**config.mk**
```make
export PLATFORM = sky130hd
export DESIGN_NAME = mask_store_unit
export DESIGN_NICKNAME = d
export VERILOG_FILES = /design/src/rtl/msu_pkg.sv /design/src/rtl/msu_control.sv /design/src/rtl/msu_datapath.sv /design/src/rtl/mask_store_unit.sv
export SDC_FILE = /design/constraint.sdc
export NUM_CORES = 1
export LEC_CHECK = 0
export ABC_AREA = 1
export BUFFER_PORTS_ARGS = -buffer_cell sky130_fd_sc_hd__buf_4
export CELL_PAD_IN_SITES_DETAIL_PLACEMENT = 1
export CELL_PAD_IN_SITES_GLOBAL_PLACEMENT = 2
export CORE_MARGIN = 2
export CORE_UTILIZATION = 25
export CTS_CLUSTER_SIZE = 40
export DETAILED_ROUTE_END_ITERATION = 8
export PLACE_DENSITY_LB_ADDON = 0.25
export SYNTH_ARGS = -nofsm -noshare
export SYNTH_HDL_FRONTEND = slang
export SYNTH_HIERARCHICAL = 1
export SYNTH_SLANG_ARGS = --single-unit
```
**constraint.sdc**
```tcl
create_clock -name clk -period 2.4 [get_ports clk]
set_input_delay 0.12 -clock clk [delete_from_list [all_inputs] [get_ports clk]]
set_output_delay 0.12 -clock clk [all_outputs]
set_load 0.05 [all_outputs]
```
**src/rtl/msu_pkg.sv**
```systemverilog
package msu_pkg;
  typedef enum logic [1:0] {SRC_NONE, SRC_Y, SRC_X, SRC_AX} srcSel_e;

  typedef struct packed {
    logic    fire;
    logic    spLoad;
    logic    idxByX;
    srcSel_e src;
  } ctrlStrobe_t;

  localparam logic [7:0] OP_AX_TO_SP = 8'h9B;
  localparam logic [7:0] OP_Y_IDX_X  = 8'h9C;
  localparam logic [7:0] OP_X_IDX_Y  = 8'h9E;
  localparam logic [7:0] OP_AX_ABS_Y = 8'h9F;
  localparam logic [7:0] OP_AX_IND_Y = 8'h93;
endpackage

```
**src/rtl/msu_control.sv**
```systemverilog
module msu_control
  import msu_pkg::*;
(
  input  logic        reqValid,
  input  logic [7:0]  opcode,
  output ctrlStrobe_t ctrl
);
  always_comb begin
    ctrl = '{fire: 1'b0, spLoad: 1'b0, idxByX: 1'b0, src: SRC_NONE};
    if (reqValid) begin
      case (opcode)
        OP_Y_IDX_X:  ctrl = '{fire: 1'b1, spLoad: 1'b0, idxByX: 1'b1, src: SRC_Y};
        OP_X_IDX_Y:  ctrl = '{fire: 1'b1, spLoad: 1'b0, idxByX: 1'b0, src: SRC_X};
        OP_AX_ABS_Y,
        OP_AX_IND_Y: ctrl = '{fire: 1'b1, spLoad: 1'b0, idxByX: 1'b0, src: SRC_AX};
        OP_AX_TO_SP: ctrl = '{fire: 1'b1, spLoad: 1'b1, idxByX: 1'b0, src: SRC_AX};
        default:     ctrl = '{fire: 1'b0, spLoad: 1'b0, idxByX: 1'b0, src: SRC_NONE};
      endcase
    end
  end
endmodule

```
**src/rtl/msu_datapath.sv**
```systemverilog
module msu_datapath
  import msu_pkg::*;
#(
  parameter int DATA_W     = 8,
  parameter bit CROSS_MODE = 1'b0,
  localparam int ADDR_W    = 2 * DATA_W
) (
  input  logic              clk,
  input  logic              rstN,
  input  ctrlStrobe_t       ctrl,
  input  logic [DATA_W-1:0] regA,
  input  logic [DATA_W-1:0] regX,
  input  logic [DATA_W-1:0] regY,
  input  logic [ADDR_W-1:0] baseAddr,
  output logic              writeStrobe,
  output logic [ADDR_W-1:0] storeAddr,
  output logic [DATA_W-1:0] storeData,
  output logic              spLoad,
  output logic [DATA_W-1:0] spValue
);
  logic [DATA_W-1:0] maskByte, indexVal, srcVal, dataNext;
  logic [DATA_W:0]   lowSum;
  logic [ADDR_W-1:0] fullAddr, addrNext;
  logic              pageCross;

  always_comb begin
    maskByte  = baseAddr[ADDR_W-1:DATA_W] + DATA_W'(1);
    indexVal  = ctrl.idxByX ? regX : regY;
    lowSum    = {1'b0, baseAddr[DATA_W-1:0]} + {1'b0, indexVal};
    pageCross = lowSum[DATA_W];
    fullAddr  = baseAddr + {{DATA_W{1'b0}}, indexVal};
    case (ctrl.src)
      SRC_Y:   srcVal = regY;
      SRC_X:   srcVal = regX;
      SRC_AX:  srcVal = regA & regX;
      default: srcVal = '0;
    endcase
    dataNext = srcVal & maskByte;
    addrNext = (CROSS_MODE && pageCross) ? {dataNext, lowSum[DATA_W-1:0]} : fullAddr;
  end

  always_ff @(posedge clk) begin
    if (!rstN) begin
      writeStrobe <= 1'b0;
      spLoad      <= 1'b0;
      storeAddr   <= '0;
      storeData   <= '0;
      spValue     <= '0;
    end else begin
      writeStrobe <= ctrl.fire;
      spLoad      <= ctrl.spLoad;
      if (ctrl.fire) begin
        storeAddr <= addrNext;
        storeData <= dataNext;
      end
      if (ctrl.spLoad) spValue <= regA & regX;
    end
  end


  mask_limit_chk: assert property (@(posedge clk) disable iff (!rstN)
    writeStrobe |-> ((storeData & ~($past(baseAddr[ADDR_W-1:DATA_W]) + DATA_W'(1))) == '0));


  sp_value_chk: assert property (@(posedge clk) disable iff (!rstN)
    spLoad |-> (spValue == ($past(regA) & $past(regX))));

  generate
    if (!CROSS_MODE) begin : g_plainAddr

      addr_sum_chk: assert property (@(posedge clk) disable iff (!rstN)
        writeStrobe |-> (storeAddr == $past(baseAddr) + {{DATA_W{1'b0}},
          ($past(ctrl.idxByX) ? $past(regX) : $past(regY))}));
    end
  endgenerate
endmodule

```
**src/rtl/mask_store_unit.sv**
```systemverilog
module mask_store_unit
  import msu_pkg::*;
#(
  parameter int DATA_W     = 8,
  parameter bit CROSS_MODE = 1'b0,
  localparam int ADDR_W    = 2 * DATA_W
) (
  input  logic              clk,
  input  logic              rstN,
  input  logic              reqValid,
  input  logic [7:0]        opcode,
  input  logic [DATA_W-1:0] regA,
  input  logic [DATA_W-1:0] regX,
  input  logic [DATA_W-1:0] regY,
  input  logic [ADDR_W-1:0] baseAddr,
  output logic              writeStrobe,
  output logic [ADDR_W-1:0] storeAddr,
  output logic [DATA_W-1:0] storeData,
  output logic              spLoad,
  output logic [DATA_W-1:0] spValue
);
  ctrlStrobe_t ctrl;

  msu_control u_control (
    .reqValid (reqValid),
    .opcode   (opcode),
    .ctrl     (ctrl)
  );

  msu_datapath #(.DATA_W(DATA_W), .CROSS_MODE(CROSS_MODE)) u_datapath (
    .clk         (clk),
    .rstN        (rstN),
    .ctrl        (ctrl),
    .regA        (regA),
    .regX        (regX),
    .regY        (regY),
    .baseAddr    (baseAddr),
    .writeStrobe (writeStrobe),
    .storeAddr   (storeAddr),
    .storeData   (storeData),
    .spLoad      (spLoad),
    .spValue     (spValue)
  );


  strobe_req_chk: assert property (@(posedge clk) disable iff (!rstN)
    writeStrobe |-> $past(reqValid));


  sp_with_store_chk: assert property (@(posedge clk) disable iff (!rstN)
    spLoad |-> (writeStrobe && $past(opcode) == 8'h9B));
endmodule

```
After elaboration in Yosys (flattened, before gate mapping)
Index checks and enable logic that the tools add are counted.
{"block": "op_classes", "add_sub_neg": 2, "multipliers": 0, "div_mod_pow": 0, "n_lt_le_gt_ge": 0, "eq_ne": 8, "shifts": 0, "muxes": 4, "n_bitwise": 2, "reduce_logical": 1}
{"op": "equality test 8 bit (second input constant)", "count": 5}
{"op": "case mux 8 bit (3 select lines)", "count": 1}
{"op": "case mux 5 bit (4 select lines)", "count": 1}
{"op": "adder 16 x 8 -> 16 bit", "count": 1}
{"op": "AND 8 bit", "count": 2}
{"op": "adder 8 x 1 -> 8 bit (second input constant)", "count": 1}
{"op": "2-to-1 mux 8 bit", "count": 1}
{"op": "2-to-1 mux 5 bit", "count": 1}
{"op": "equality test 2 bit (second input constant)", "count": 2}
{"op": "equality test 2 x 1 -> 1 bit (second input constant)", "count": 1}
{"op": "OR reduction 2 bit", "count": 1}
{"block": "totals", "register_bits": 34, "latch_bits": 0, "ramBits": 0, "romBits": 0, "input_bits": 51, "output_inout_bits": 34, "n_memories": 0}

Depth between registers and ports, before layout
{"block": "logic_depth", "ltp_word": 7, "ltp_mapped": 22, "ltp_nobuf": 21}

By module
The synthesis kept the hierarchy.
{"mod": "msu_datapath", "instances": 1, "cells_each": 359, "area_each_um2": 2230.9, "seq_area_each_um2": 680.7}
{"mod": "msu_control", "instances": 1, "cells_each": 29, "area_each_um2": 136.4, "seq_area_each_um2": 0.0}

Worst setup path before layout
OpenSTA, ideal clock, no wires.
{"block": "synth_path", "path_kind": "input -> register", "startpoint": "input port opcode[5]", "endpoint": "register u_datapath.storeAddr[8]", "arrival_ps": 2130, "t_required_ps": 2291, "path_slack_ps": 162, "path_stages": 21, "path_buffers": 1, "path_cell_list": "inv_1 > nand2_1 > nor2_4 > nand2_2 > inv_1 > clkbuf_1 > nand2_1 > o21ai_0 > ha_1 > inv_1 > fa_1 > inv_1 > nand3_1 > nand3_1 > nand2_1 > nand2_1 > inv_1 > nand2_1 > nand3_1 > nand2_1 > inv_1"}
{"element": "from (decl)", "line_no": "mask_store_unit.sv:11", "source": "input logic [7:0] opcode,"}
{"element": "to (signal assigned)", "line_no": "msu_datapath.sv:53", "source": "storeAddr <= addrNext;"}
{"element": "to (decl)", "line_no": "msu_datapath.sv:16", "source": "output logic [ADDR_W-1:0] storeAddr,"}

==> results.cfg <==
[pwr]
leakage_nw = 1.74
max-vdd-ir-drop_mv = 0.215
netSwitchingFraction_pct = 26.6
p_int_w = 0.00114
power.density_nw_per_um2 = 469
seqPwrFrac_pct = 36.5
clock_power_share_pct = 43.3
p_switching_w = 0.000414
pwr-share-comb_pct = 20.2

[critical_path]
worstPathRequired_ps = 2580
arrival_ps = 2310
cp-end-kind = register
crit_type = input pin to register
reg2reg_from = u_datapath/storeAddr[9]
crit_path_frequent_cell = nand2_1
cp_max_fo = 10
r2r_end = u_datapath/storeAddr[9]
cp_slowest_cell = o21ai_0
critPathMaxStageDelay_ps = 320
cp-start-kind = input pin
rr_worst_depth = 4
rrSetupSlack_ps = 1680
path_cells = buf_4 > nand2_1 > inv_2 > nand2_2 > clkinv_2 > nand2_2 > inv_2 > buf_4 > o21ai_0 > inv_1 > ha_1 > nand2_1 > nand2_1 > buf_4 > nand3_1 > nand2_1 > nand2_1 > nand3_1 > nand2_1 > nor2_1 > nor2_1

[clocking]
htree_levels = 2
cts.path.max_buffers = 2
cts_tree = done
clockRootBuffer = clkbuf_8
clk_latency_ps = 280
cts.sinks = 34
clk_pin_slew_ps = 80
cts_buffers = 5
cts_setup_buffers = 0

[detailed_routing]
drt-initial-drc-count = 66
wl_mm = 8.92
wl_met3_um = 321
m1WireLength_mm = 4.08
first_pass_iters = 4
wl_per_cell_um = 15.1
routed-wl-met2_mm = 4.37
vias = 2718
dr.max_layer_used = met4
drc = 0
vias_per_cell = 4.60
antenna_left = 0

[floorplanning]
initial_core_util_pct = 25.7
fp-row-count = 35
die_w_um = 101
coreArea_um2 = 9200
ioPinCount = 85
fp.dieH_um = 101
die_area_um2 = 10300

[grt]
grt_use_total_pct = 18.2
grt_pass1_vias = 2862
grt_remaining_overflow = 0
grt_antenna_before_repair = 0
grt_pass1_wl_mm = 14.5
grt_max_degree = 23

[yosys]
synth_area_um2 = 2370
syn_inst = 388
synth.distinct_cells = 32
synthTopCellsByCount = 99 x nand2_1, 62 x inv_1, 43 x nor2_1
synth_top_area_cell = dfxtp_1
synth-edff-count = 0
synth_top_area_share_pct = 28.8
yosysWarnings = 6
synth-seq-cells = 34
yosysMostFrequentCell = nand2_1
seq_area_frac_synth_pct = 28.8
syn_area_per_cell_um2 = 6.10
async_reset_ff_share_pct = 0
ys.flop_type = dfxtp_1
synth_nets = 449
synthTopCellsByArea = dfxtp_1 29%, nand2_1 16%, inv_1 9.8%

[sta]
finalCritPeriodShare_pct = 89.0
final-setup-viol-count = 0
hold_viol = 0
min_period_ps = 2140
fin_tns_setup_ps = 0
clock_skew_ps = 0
drv_slew = 0
rsz0062_at_grt = no
slew_headroom_pct = 64.8
tightest_slew_ps = 528
whs_ps = 107
max_freq_mhz = 468

[finish]
drive_gt1_share_pct = 25.6
nets = 540
area_growth_pct = 40.0
antenna_cells = 0
fin_util_pct = 36.0

[min_path]
hold_start = regX[5]
hold_depth = 3
hold_end = u_datapath/spValue[5]
hold_path_class = input pin to register

[flow_run]
drv_cap = 0

[place]
portBuffers = 84
place_congestion = 0.839
hpwl_mm = 7.38

[outcome]
status = completed
==> stage by stage <==
| step | cells | worst slack (ps) | power (W) | area, um^2 |
|---|---|---|---|---|
| after CTS | 591 | 209 | 0.00158 | 3310 |
| after global placement | 583 | -56.1 | 0.000894 | 3170 |
| after global routing | 591 | 15.4 | 0.00164 | 3310 |
| final | 591 | 264 | 0.00155 | 3310 |
| after detailed placement | 583 | -97.6 | 0.000897 | 3170 |
| after floorplan | 388 | 162 | 0.000738 | 2370 |
==> state kept, by name (all words and copies together) (netlist names) <==
name and count:
u_datapath/spLoad 1, u_datapath/spValue 8, u_datapath/storeAddr 16, u_datapath/storeData 8, u_datapath/writeStrobe 1
==> how the worst max path moves through the flow <==
stage,from,end,cells past startpoint
after floorplan,opcode[5],u_datapath/storeAddr[8],21
after global placement,opcode[5],u_datapath/storeAddr[10],16
after detailed placement,opcode[5],u_datapath/storeAddr[10],16
after CTS,opcode[5],u_datapath/storeAddr[10],16
after global routing,opcode[2],u_datapath/storeAddr[15],21
final,opcode[2],u_datapath/storeAddr[15],21
==> worst max-delay path: cells and delay by family <==
| kind | cells | cell delay, ps |
|---|---|---|
| AOI/OAI and AO/OA | 1 | 320 |
| adders and majority gates | 1 | 280 |
| buffers and inverters | 7 | 620 |
| and+or+nand+nor | 12 | 970 |
==> cell usage in the layout (no fill, tap or decap), types with 5 or more instances in the layout <==
master    netlist  routed
o211ai_1        7       7
buf_4           0      94
nand2_1        99      99
nand4_1         5       5
a21oi_1        16      16
inv_2           6       7
o21ai_0        29      29
inv_1          62      61
clkbuf_8        0       6
xor2_1          5       5
dfxtp_1        34      34
nor2_1         43      43
ha_1            9       9
nand3_1        38      38
==> power by group through the flow <==
stage | logic (W) | clock network (W) | registers [W]
after detailed placement | 0.000316 | 0 | 0.000581
after floorplan | 0.000147 | 0 | 0.000591
final | 0.000314 | 0.000673 | 0.000568
after CTS | 0.000318 | 0.000692 | 0.000568
after global routing | 0.000352 | 0.000725 | 0.000568
after global placement | 0.000313 | 0 | 0.000581
==> cell families after synthesis <==
kind of cell,count (synthesis),synth area share (%)
buffers and inverters,79,12.7
and+or+nand+nor,200,36.8
DFF,34,28.8
muxes,1,0.476
AOI/OAI and AO/OA,58,13.4
xor gates and xnor gates,6,2.22
adders and majority gates,10,5.60
==> final cells by class <==
type / count / area (um^2)
clock buffers: 6 / 82.6
clock inverters: 2 / 60.1
fillers: 1210 / 5880
inverters: 69 / 260
multi-input cells: 275 / 1390
flip-flops and latches: 34 / 681
well taps: 111 / 139
repair buffers: 94 / 706
==> routing by layer <==
metal,vias up,global-route usage (%)
met2,51,32.5
li1,1406,-
met3,10,2.97
met1,1251,22.7
met4,0,4.68
met5,-,0
==> what timing repair did <==
item | CTS | global route
endpoints found under the setup margin | 0 | 5
gates resized for setup | 0 | 1
hold endpoints to repair | 0 | 0
hold buffers | 0 | 0
Power figures use the tool's default switching activity.
